### src/rtl/wdt_win_pkg.sv
package wdt_win_pkg;

    localparam int CODE_W = 4;

    typedef enum logic [1:0] {
        ST_OFF    = 2'd0,
        ST_CLOSED = 2'd1,
        ST_OPEN   = 2'd2,
        ST_FIRE   = 2'd3
    } wdt_state_e;

    typedef struct packed {
        logic              en;
        logic              wen;
        logic [CODE_W-1:0] per;
        logic [CODE_W-1:0] win;
    } wdt_cfg_t;

endpackage

### src/rtl/wdt_cfg_guard.sv
module wdt_cfg_guard
    import wdt_win_pkg::*;
#(
    parameter int UNLOCK_CYC = 4,
    parameter int CODE_MAX   = 10
) (
    input  logic     clk_i,
    input  logic     rst_ni,
    input  logic     key_i,
    input  logic     we_i,
    input  wdt_cfg_t wr_cfg_i,
    input  logic     lock_i,
    output wdt_cfg_t cfg_o,
    output logic     chg_o
);

    localparam int OPEN_W = $clog2(UNLOCK_CYC + 1);

    logic [OPEN_W-1:0] open_q;
    logic              lock_q;
    logic              chg_q;
    wdt_cfg_t          cfg_q;
    logic              codes_ok;
    logic              accept;

    assign codes_ok = (wr_cfg_i.per <= CODE_W'(CODE_MAX)) &&
                      (wr_cfg_i.win <= CODE_W'(CODE_MAX));
    assign accept   = we_i && (open_q != '0) && !lock_q && codes_ok;

    // unlock window: reloaded by the key, closed by any write attempt
    always_ff @(posedge clk_i or negedge rst_ni) begin
        if (!rst_ni) begin
            open_q <= '0;
        end else if (key_i) begin
            open_q <= OPEN_W'(UNLOCK_CYC);
        end else if (we_i) begin
            open_q <= '0;
        end else if (open_q != '0) begin
            open_q <= open_q - 1'b1;
        end
    end

    always_ff @(posedge clk_i or negedge rst_ni) begin
        if (!rst_ni) begin
            lock_q <= 1'b0;
        end else if (lock_i) begin
            lock_q <= 1'b1;
        end
    end

    always_ff @(posedge clk_i or negedge rst_ni) begin
        if (!rst_ni) begin
            cfg_q <= '0;
            chg_q <= 1'b0;
        end else begin
            chg_q <= accept;
            if (accept) begin
                cfg_q <= wr_cfg_i;
            end
        end
    end

    assign cfg_o = cfg_q;
    assign chg_o = chg_q;


    chg_needs_write_chk: assert property (@(posedge clk_i) disable iff (!rst_ni)
        chg_q |-> $past(we_i));


    lock_sticky_chk: assert property (@(posedge clk_i) disable iff (!rst_ni)
        lock_q |=> lock_q);


    locked_no_chg_chk: assert property (@(posedge clk_i) disable iff (!rst_ni)
        lock_q |=> !chg_q);

endmodule

### src/rtl/wdt_tick_counter.sv
module wdt_tick_counter #(
    parameter int CNT_W = 14
) (
    input  logic             clk_i,
    input  logic             rst_ni,
    input  logic             clr_i,
    input  logic             inc_i,
    output logic [CNT_W-1:0] cnt_o
);

    logic [CNT_W-1:0] cnt_q;

    always_ff @(posedge clk_i or negedge rst_ni) begin
        if (!rst_ni) begin
            cnt_q <= '0;
        end else if (clr_i) begin
            cnt_q <= '0;
        end else if (inc_i) begin
            cnt_q <= cnt_q + 1'b1;
        end
    end

    assign cnt_o = cnt_q;

endmodule

### src/rtl/wdt_phase_fsm.sv
module wdt_phase_fsm
    import wdt_win_pkg::*;
#(
    parameter int CNT_W      = 14,
    parameter int HOLD_TICKS = 2
) (
    input  logic             clk_i,
    input  logic             rst_ni,
    input  logic             tick_i,
    input  logic             kick_i,
    input  logic             cfg_chg_i,
    input  logic             en_i,
    input  logic             wen_i,
    input  logic [CNT_W-1:0] t_lim_i,
    input  logic [CNT_W-1:0] w_lim_i,
    input  logic [CNT_W-1:0] cnt_i,
    output logic             cnt_clr_o,
    output logic             cnt_inc_o,
    output logic             rst_o
);

    localparam logic [CNT_W-1:0] HOLD_LAST = CNT_W'(HOLD_TICKS - 1);

    wdt_state_e       state_q;
    wdt_state_e       state_d;
    wdt_state_e       start_st;
    logic             clr_d;
    logic             rst_q;
    logic [CNT_W-1:0] t_last;
    logic [CNT_W-1:0] w_last;

    assign start_st = wen_i ? ST_CLOSED : ST_OPEN;
    assign t_last   = t_lim_i - 1'b1;
    assign w_last   = w_lim_i - 1'b1;

    always_comb begin
        state_d = state_q;
        clr_d   = 1'b0;
        if (cfg_chg_i && (state_q != ST_FIRE)) begin
            state_d = en_i ? start_st : ST_OFF;   // reconfigure
            clr_d   = 1'b1;
        end else begin
            unique case (state_q)
                ST_OFF: begin
                    state_d = ST_OFF;
                end
                ST_CLOSED: begin
                    if (kick_i) begin
                        state_d = ST_FIRE;          // early-kick
                        clr_d   = 1'b1;
                    end else if (tick_i && (cnt_i == w_last)) begin
                        state_d = ST_OPEN;          // close-expire
                        clr_d   = 1'b1;
                    end
                end
                ST_OPEN: begin
                    if (kick_i) begin
                        state_d = start_st;         // restart
                        clr_d   = 1'b1;
                    end else if (tick_i && (cnt_i == t_last)) begin
                        state_d = ST_FIRE;          // timeout
                        clr_d   = 1'b1;
                    end
                end
                ST_FIRE: begin
                    if (tick_i && (cnt_i == HOLD_LAST)) begin
                        state_d = en_i ? start_st : ST_OFF;  // release
                        clr_d   = 1'b1;
                    end
                end
                default: begin
                    state_d = ST_OFF;
                end
            endcase
        end
    end

    always_ff @(posedge clk_i or negedge rst_ni) begin
        if (!rst_ni) begin
            state_q <= ST_OFF;
        end else begin
            state_q <= state_d;
        end
    end

    always_ff @(posedge clk_i or negedge rst_ni) begin
        if (!rst_ni) begin
            rst_q <= 1'b0;
        end else begin
            rst_q <= (state_d == ST_FIRE);
        end
    end

    assign cnt_clr_o = clr_d;
    assign cnt_inc_o = tick_i && (state_q != ST_OFF);
    assign rst_o     = rst_q;


    pulse_ends_on_tick_chk: assert property (@(posedge clk_i) disable iff (!rst_ni)
        $fell(rst_q) |-> $past(tick_i));


    early_kick_fires_chk: assert property (@(posedge clk_i) disable iff (!rst_ni)
        (state_q == ST_CLOSED && kick_i && !cfg_chg_i) |=> rst_q);


    open_kick_safe_chk: assert property (@(posedge clk_i) disable iff (!rst_ni)
        (state_q == ST_OPEN && kick_i && !cfg_chg_i) |=> !rst_q);


    open_cnt_in_range_chk: assert property (@(posedge clk_i) disable iff (!rst_ni)
        (state_q == ST_OPEN && !cfg_chg_i) |-> (cnt_i < t_lim_i));


    off_stays_quiet_chk: assert property (@(posedge clk_i) disable iff (!rst_ni)
        (state_q == ST_OFF && !cfg_chg_i) |=> (state_q == ST_OFF && !rst_q));

endmodule

### src/rtl/wdt_windowed.sv
module wdt_windowed
    import wdt_win_pkg::*;
#(
    parameter int BASE_TICKS = 8,
    parameter int CODE_MAX   = 10,
    parameter int UNLOCK_CYC = 4,
    parameter int HOLD_TICKS = 2
) (
    input  logic              clk_i,
    input  logic              rst_ni,
    input  logic              tick_i,
    input  logic              kick_i,
    input  logic              key_i,
    input  logic              cfg_we_i,
    input  logic              cfg_en_i,
    input  logic              cfg_wen_i,
    input  logic [CODE_W-1:0] cfg_per_i,
    input  logic [CODE_W-1:0] cfg_win_i,
    input  logic              lock_i,
    output logic              wdt_rst_o
);

    localparam int CNT_W = $clog2((BASE_TICKS << CODE_MAX) + 1);

    wdt_cfg_t         wr_cfg;
    wdt_cfg_t         cfg;
    logic             cfg_chg;
    logic [CNT_W-1:0] t_lim;
    logic [CNT_W-1:0] w_lim;
    logic [CNT_W-1:0] cnt;
    logic             cnt_clr;
    logic             cnt_inc;

    assign wr_cfg.en  = cfg_en_i;
    assign wr_cfg.wen = cfg_wen_i;
    assign wr_cfg.per = cfg_per_i;
    assign wr_cfg.win = cfg_win_i;

    assign t_lim = CNT_W'(BASE_TICKS) << cfg.per;
    assign w_lim = CNT_W'(BASE_TICKS) << cfg.win;

    wdt_cfg_guard #(
        .UNLOCK_CYC (UNLOCK_CYC),
        .CODE_MAX   (CODE_MAX)
    ) u_guard (
        .clk_i    (clk_i),
        .rst_ni   (rst_ni),
        .key_i    (key_i),
        .we_i     (cfg_we_i),
        .wr_cfg_i (wr_cfg),
        .lock_i   (lock_i),
        .cfg_o    (cfg),
        .chg_o    (cfg_chg)
    );

    wdt_tick_counter #(
        .CNT_W (CNT_W)
    ) u_counter (
        .clk_i  (clk_i),
        .rst_ni (rst_ni),
        .clr_i  (cnt_clr),
        .inc_i  (cnt_inc),
        .cnt_o  (cnt)
    );

    wdt_phase_fsm #(
        .CNT_W      (CNT_W),
        .HOLD_TICKS (HOLD_TICKS)
    ) u_fsm (
        .clk_i     (clk_i),
        .rst_ni    (rst_ni),
        .tick_i    (tick_i),
        .kick_i    (kick_i),
        .cfg_chg_i (cfg_chg),
        .en_i      (cfg.en),
        .wen_i     (cfg.wen),
        .t_lim_i   (t_lim),
        .w_lim_i   (w_lim),
        .cnt_i     (cnt),
        .cnt_clr_o (cnt_clr),
        .cnt_inc_o (cnt_inc),
        .rst_o     (wdt_rst_o)
    );

endmodule

### config.mk
export PLATFORM = sky130hd
export DESIGN_NAME = wdt_windowed
export DESIGN_NICKNAME = d
export VERILOG_FILES = /design/src/rtl/wdt_win_pkg.sv /design/src/rtl/wdt_cfg_guard.sv /design/src/rtl/wdt_tick_counter.sv /design/src/rtl/wdt_phase_fsm.sv /design/src/rtl/wdt_windowed.sv
export SDC_FILE = /design/constraint.sdc
export NUM_CORES = 1
export LEC_CHECK = 0
export BUFFER_PORTS_ARGS = -buffer_cell sky130_fd_sc_hd__buf_2
export CORE_UTILIZATION = 50
export CTS_CLUSTER_SIZE = 12
export DETAILED_ROUTE_END_ITERATION = 12
export GPL_ROUTABILITY_DRIVEN = 0
export PLACE_DENSITY = 0.71
export SLEW_MARGIN = 5
export SYNTH_ARGS = -nofsm -noshare
export SYNTH_HDL_FRONTEND = slang
export SYNTH_SLANG_ARGS = --single-unit
export TNS_END_PERCENT = 5
### constraint.sdc
create_clock -name clk_i -period 3.3 [get_ports clk_i]
set_input_delay 0.33 -clock clk_i [delete_from_list [all_inputs] [get_ports clk_i]]
set_output_delay 0.33 -clock clk_i [all_outputs]
set_load 0.05 [all_outputs]
==> impl_table.tex <==
\begin{tabular}{lr}
\hline
Metric & Value \\
\hline
\multicolumn{2}{l}{\textbf{Status}} \\
\quad Outcome & finished clean \\
\multicolumn{2}{l}{\textbf{Placement}} \\
\quad Count of port buffers added during placement & 17 \\
\quad Cell Count Post-Placement & 410 \\
\quad Estimated wirelength of the detail-placed design & 4700 um \\
\quad Total cell area at the placement stage & 2890 um2 \\
\multicolumn{2}{l}{\textbf{Synth}} \\
\quad Complex-gate fraction of the synthesized area & 20.4\% \\
\quad Simple-gate share of the synthesized area & 27.8\% \\
\quad Per-instance average area after synthesis & 8.08 um2 \\
\quad Main synth FF type & sky130\_fd\_sc\_hd\_\_dfrtp\_1 \\
\quad Share of flip-flops with an asynchronous set or reset & 100\% \\
\quad Syn Inst Count & 332 \\
\quad Yosys warnings & 0 \\
\quad Combinational family with the most area after synthesis & simple AND/OR/NAND/NOR gates \\
\quad Cell Area, Synth & 2680 um2 \\
\quad Fraction of synthesized area in multiplexers & 2.10\% \\
\quad Number of distinct library cells after synthesis & 59 \\
\quad Number of synthesized register bits & 32 \\
\quad Xor-xnor portion of the synthesized cell area & 7.84\% \\
\quad Post-synth net total & 359 \\
\quad Number of flops mapped to enable cells by yosys & 0 \\
\quad Sequential-to-total area share from yosys stat & 29.9\% \\
\quad Adder and majority gate portion of the synthesized area & 4.66\% \\
\multicolumn{2}{l}{\textbf{Layout}} \\
\quad Filler Cell Count & 493 \\
\quad Sequential cell area & 801 um2 \\
\quad Final-stage net count & 375 \\
\quad ANT cells & 0 \\
\quad Area used by multi-input combinational logic & 1790 um2 \\
\quad Number of non-filler instances in the completed layout & 419 \\
\quad Post-route design area & 3130 um2 \\
\quad Post-synthesis to final-layout area growth & 16.7\% \\
\quad Layout cell share with drive strength beyond 1 & 21.2\% \\
\multicolumn{2}{l}{\textbf{Pwr}} \\
\quad Total power after layout & 1.24 mW \\
\quad Peak supply drop & 0.000187 V \\
\quad Power density over cell area & 397 nW/um2 \\
\quad Reported leakage power & 1.28 nW \\
\multicolumn{2}{l}{\textbf{STA}} \\
\quad Slew Viols, Final & 0 \\
\quad Number of failing hold endpoints at the final stage & 0 \\
\quad Transition at the pin with the smallest max-transition slack & 0.759 ns \\
\quad Final clock skew & 0.00801 ns \\
\quad Fmax achieved & 309 MHz \\
\quad Sum of negative setup slack & 0 ns \\
\quad Fin crit share & 98.2\% \\
\quad Count of final setup violators & 0 \\
\quad Final period demand of the worst path & 3.24 ns \\
\quad Worst slew slack as a fraction of its limit & 49.4\% \\
\multicolumn{2}{l}{\textbf{Routing}} \\
\quad DRC & 0 \\
\quad Routed len/inst & 16.2 um \\
\quad Routed vias/inst & 5.99 \\
\quad ANT nets after route & 0 \\
\quad Pre-Repair DR Iteration Count & 4 \\
\quad Iteration-0 DRC Markers & 122 \\
\quad Total via count after detailed routing & 2511 \\
\quad Total wire length & 6800 um \\
\multicolumn{2}{l}{\textbf{Clock network}} \\
\quad Number of CTS-inserted buffers & 5 \\
\quad Clock-pin slew of the registers on the worst-case setup and hold paths & 0.08 ns \\
\quad CTS tree & done \\
\quad Root Buffer & sky130\_fd\_sc\_hd\_\_clkbuf\_8 \\
\quad Clock Sink Count & 32 \\
\quad Maximum root-to-sink buffer count & 2 \\
\quad Clock latency on the worst-skew pair & 0.29 ns \\
\quad Count of hold buffers inserted by post-cts repair & 0 \\
\quad Number of levels in the clock H-tree & 2 \\
\quad Post-CTS Setup Repair Bufs & 0 \\
\multicolumn{2}{l}{\textbf{Worst setup path}} \\
\quad Critical R2R Capture & u\_counter.cnt\_o[12] \\
\quad Category of the critical setup timing path & flop to flop \\
\quad Crit. End Element & flop \\
\quad Endpoint required time on the critical path & 3.48 ns \\
\quad Slack of the worst reg-to-reg path & 0.06 ns \\
\quad Worst r2r path cells & 10 \\
\quad Endpoint arrival time on the critical path & 3.42 ns \\
\quad Startpoint types & flop \\
\quad Peak fanout along the critical path & 7 \\
\quad Reg-to-Reg Start & u\_guard.cfg\_o[3] \\
\quad Crit path from & u\_guard.cfg\_o[3] \\
\multicolumn{2}{l}{\textbf{Global routing}} \\
\quad Wire length of the first global-routing pass & 10800 um \\
\quad Total congestion overflow after global routing & 0 \\
\quad Vias in the first global route & 2224 \\
\quad Pin count of the biggest net entering global routing & 33 \\
\quad Total Routing Usage GR & 25.4\% \\
\quad Initial antenna violation count & 0 \\
\multicolumn{2}{l}{\textbf{Floorplanning}} \\
\quad Placeable core area & 5140 um2 \\
\quad Initial core utilization & 52.2\% \\
\quad Cell Rows & 26 \\
\quad Floorplan die width & 75.2 um \\
\quad Die Y & 75.2 um \\
\quad Die area & 5660 um2 \\
\quad Boundary Pins & 18 \\
\multicolumn{2}{l}{\textbf{Worst hold path}} \\
\quad Worst Hold Class & primary input to asynchronous set/reset pin \\
\multicolumn{2}{l}{\textbf{Job}} \\
\quad Number of maximum-capacitance constraint violations & 0 \\
\hline
\end{tabular}
==> synth_stat cells, types with 3 or more instances <==
library cell               count  share of area, %
sky130_fd_sc_hd__and4_1        3              0.98
sky130_fd_sc_hd__o311ai_0      3              0.98
sky130_fd_sc_hd__buf_2         6               1.1
sky130_fd_sc_hd__nand2b_1      8               1.9
sky130_fd_sc_hd__o21bai_1      4               1.1
sky130_fd_sc_hd__a21boi_0      3              0.84
sky130_fd_sc_hd__o211ai_1      3              0.84
sky130_fd_sc_hd__nor4_1        4              0.93
sky130_fd_sc_hd__nor3_1       25               4.7
sky130_fd_sc_hd__a21o_1        3              0.84
sky130_fd_sc_hd__nor2b_1       7               1.6
sky130_fd_sc_hd__a21oi_1      18               3.4
sky130_fd_sc_hd__nand2_1      23               3.2
sky130_fd_sc_hd__nor4b_1       5               1.6
sky130_fd_sc_hd__a31oi_1       6               1.4
sky130_fd_sc_hd__nand3_1       8               1.5
sky130_fd_sc_hd__o21ai_0      17               3.2
sky130_fd_sc_hd__dfrtp_1      32                30
sky130_fd_sc_hd__and3_1        7               1.6
sky130_fd_sc_hd__or3_1         5               1.2
sky130_fd_sc_hd__nor2_1       19               2.7
sky130_fd_sc_hd__nand4_1       5               1.2
sky130_fd_sc_hd__clkbuf_1     19               2.7
sky130_fd_sc_hd__inv_1        17               2.4
sky130_fd_sc_hd__mux2_2        5               2.1
sky130_fd_sc_hd__ha_1         10               4.7
sky130_fd_sc_hd__or4_1         5               1.4
sky130_fd_sc_hd__xnor2_1      11               3.6
sky130_fd_sc_hd__xor2_1       13               4.2
==> per-stage QoR <==
step	hold slack, ns	setup WS (ns)	utilization (%)
floorplan	0.0344	0.00812	-
finish	0.104	0.0595	60.9
global route	0.164	-0.0155	60.9
detailed placement	0.441	-0.0974	56.2
global placement	0.430	0.0110	56.2
CTS	0.129	0.0146	58.5
==> kinds of logic (layout without fill, tap and decap cells) <==
group / after synthesis / in the layout
DFF: 32 / 32
buffers and inverters: 46 / 63
and+or+nand+nor: 135 / 135
muxes: 5 / 5
xor gates and xnor gates: 24 / 24
AOI/OAI and AO/OA: 80 / 80
adders and majority gates: 10 / 10
==> flip-flops by register name, summed over array words and instances, names as in the netlist <==
signal           count
u_fsm.state_q        2
u_counter.cnt_o     14
u_fsm.rst_o          1
u_guard.open_q       3
u_guard.cfg_o       10
u_guard.chg_o        1
u_guard.lock_q       1
==> what timing repair did <==
action	CTS	global route
gates cloned	0	1
hold endpoints to repair	0	0
endpoints found under the setup margin	14	15
gates resized for setup	4	19
pin swaps	3	10
==> routing by layer <==
layer	global-route usage (%)	part of all wire (%)	vias to the layer above
li1	-	-	1236
met1	35.4	48	1216
met2	40.7	47	47
met3	4.02	3.7	12
met4	7.61	1.8	0
met5	0	0	-
==> power breakdown <==
part | internal [mW] | switching (mW)
Sequential | 0.435 | 0.0593
Clock | 0.223 | 0.161
Combinational | 0.160 | 0.203
Total | 0.819 | 0.423
==> worst max path at each step <==
stage / endpoint / slack, ns / depth (start not counted)
after floorplan: u_counter.cnt_o[10] / 0.008 / 11
after global placement: u_counter.cnt_o[9] / 0.01 / 10
after detailed placement: u_counter.cnt_o[0] / -0.1 / 10
after CTS: u_counter.cnt_o[0] / 0.01 / 10
after global routing: u_counter.cnt_o[8] / -0.02 / 10
final: u_counter.cnt_o[12] / 0.06 / 10
==> worst max-delay path, stage by stage, from the launching register on <==
cell	delay, ns
sky130_fd_sc_hd__dfrtp_1	0.38
sky130_fd_sc_hd__or4_4	0.54
sky130_fd_sc_hd__ha_2	0.19
sky130_fd_sc_hd__or4_4	0.54
sky130_fd_sc_hd__a21oi_4	0.18
sky130_fd_sc_hd__o21ai_2	0.10
sky130_fd_sc_hd__a2111oi_4	0.31
sky130_fd_sc_hd__nand4_1	0.18
sky130_fd_sc_hd__a311oi_4	0.43
sky130_fd_sc_hd__clkbuf_16	0.23
sky130_fd_sc_hd__nor3_1	0.05
==> cell type report <==
cell class / instances / share of cell area (%)
multi-input cells: 254 / 57.3
flip-flops and latches: 32 / 25.6
repair buffers: 38 / 8.72
well taps: 70 / 2.80
clock buffers: 5 / 2.20
inverters: 17 / 2.04
clock inverters: 3 / 1.36
==> cells in the final DEF (no fill, tap or decap), types with 6 or more instances in the layout <==
| cell type | synthesis | routed |
|---|---|---|
| sky130_fd_sc_hd__nor2b_1 | 7 | 7 |
| sky130_fd_sc_hd__buf_2 | 6 | 17 |
| sky130_fd_sc_hd__nand2_1 | 23 | 23 |
| sky130_fd_sc_hd__a21oi_1 | 18 | 17 |
| sky130_fd_sc_hd__dfrtp_1 | 32 | 32 |
| sky130_fd_sc_hd__nand3_1 | 8 | 8 |
| sky130_fd_sc_hd__ha_1 | 10 | 8 |
| sky130_fd_sc_hd__xnor2_1 | 11 | 11 |
| sky130_fd_sc_hd__a31oi_1 | 6 | 6 |
| sky130_fd_sc_hd__nor2_1 | 19 | 17 |
| sky130_fd_sc_hd__o21ai_0 | 17 | 15 |
| sky130_fd_sc_hd__nand2b_1 | 8 | 8 |
| sky130_fd_sc_hd__xor2_1 | 13 | 13 |
| sky130_fd_sc_hd__and3_1 | 7 | 7 |
| sky130_fd_sc_hd__nor3_1 | 25 | 25 |
| sky130_fd_sc_hd__buf_4 | 0 | 19 |
| sky130_fd_sc_hd__inv_1 | 17 | 16 |
Note: power is estimated with default switching activity, not from simulation.
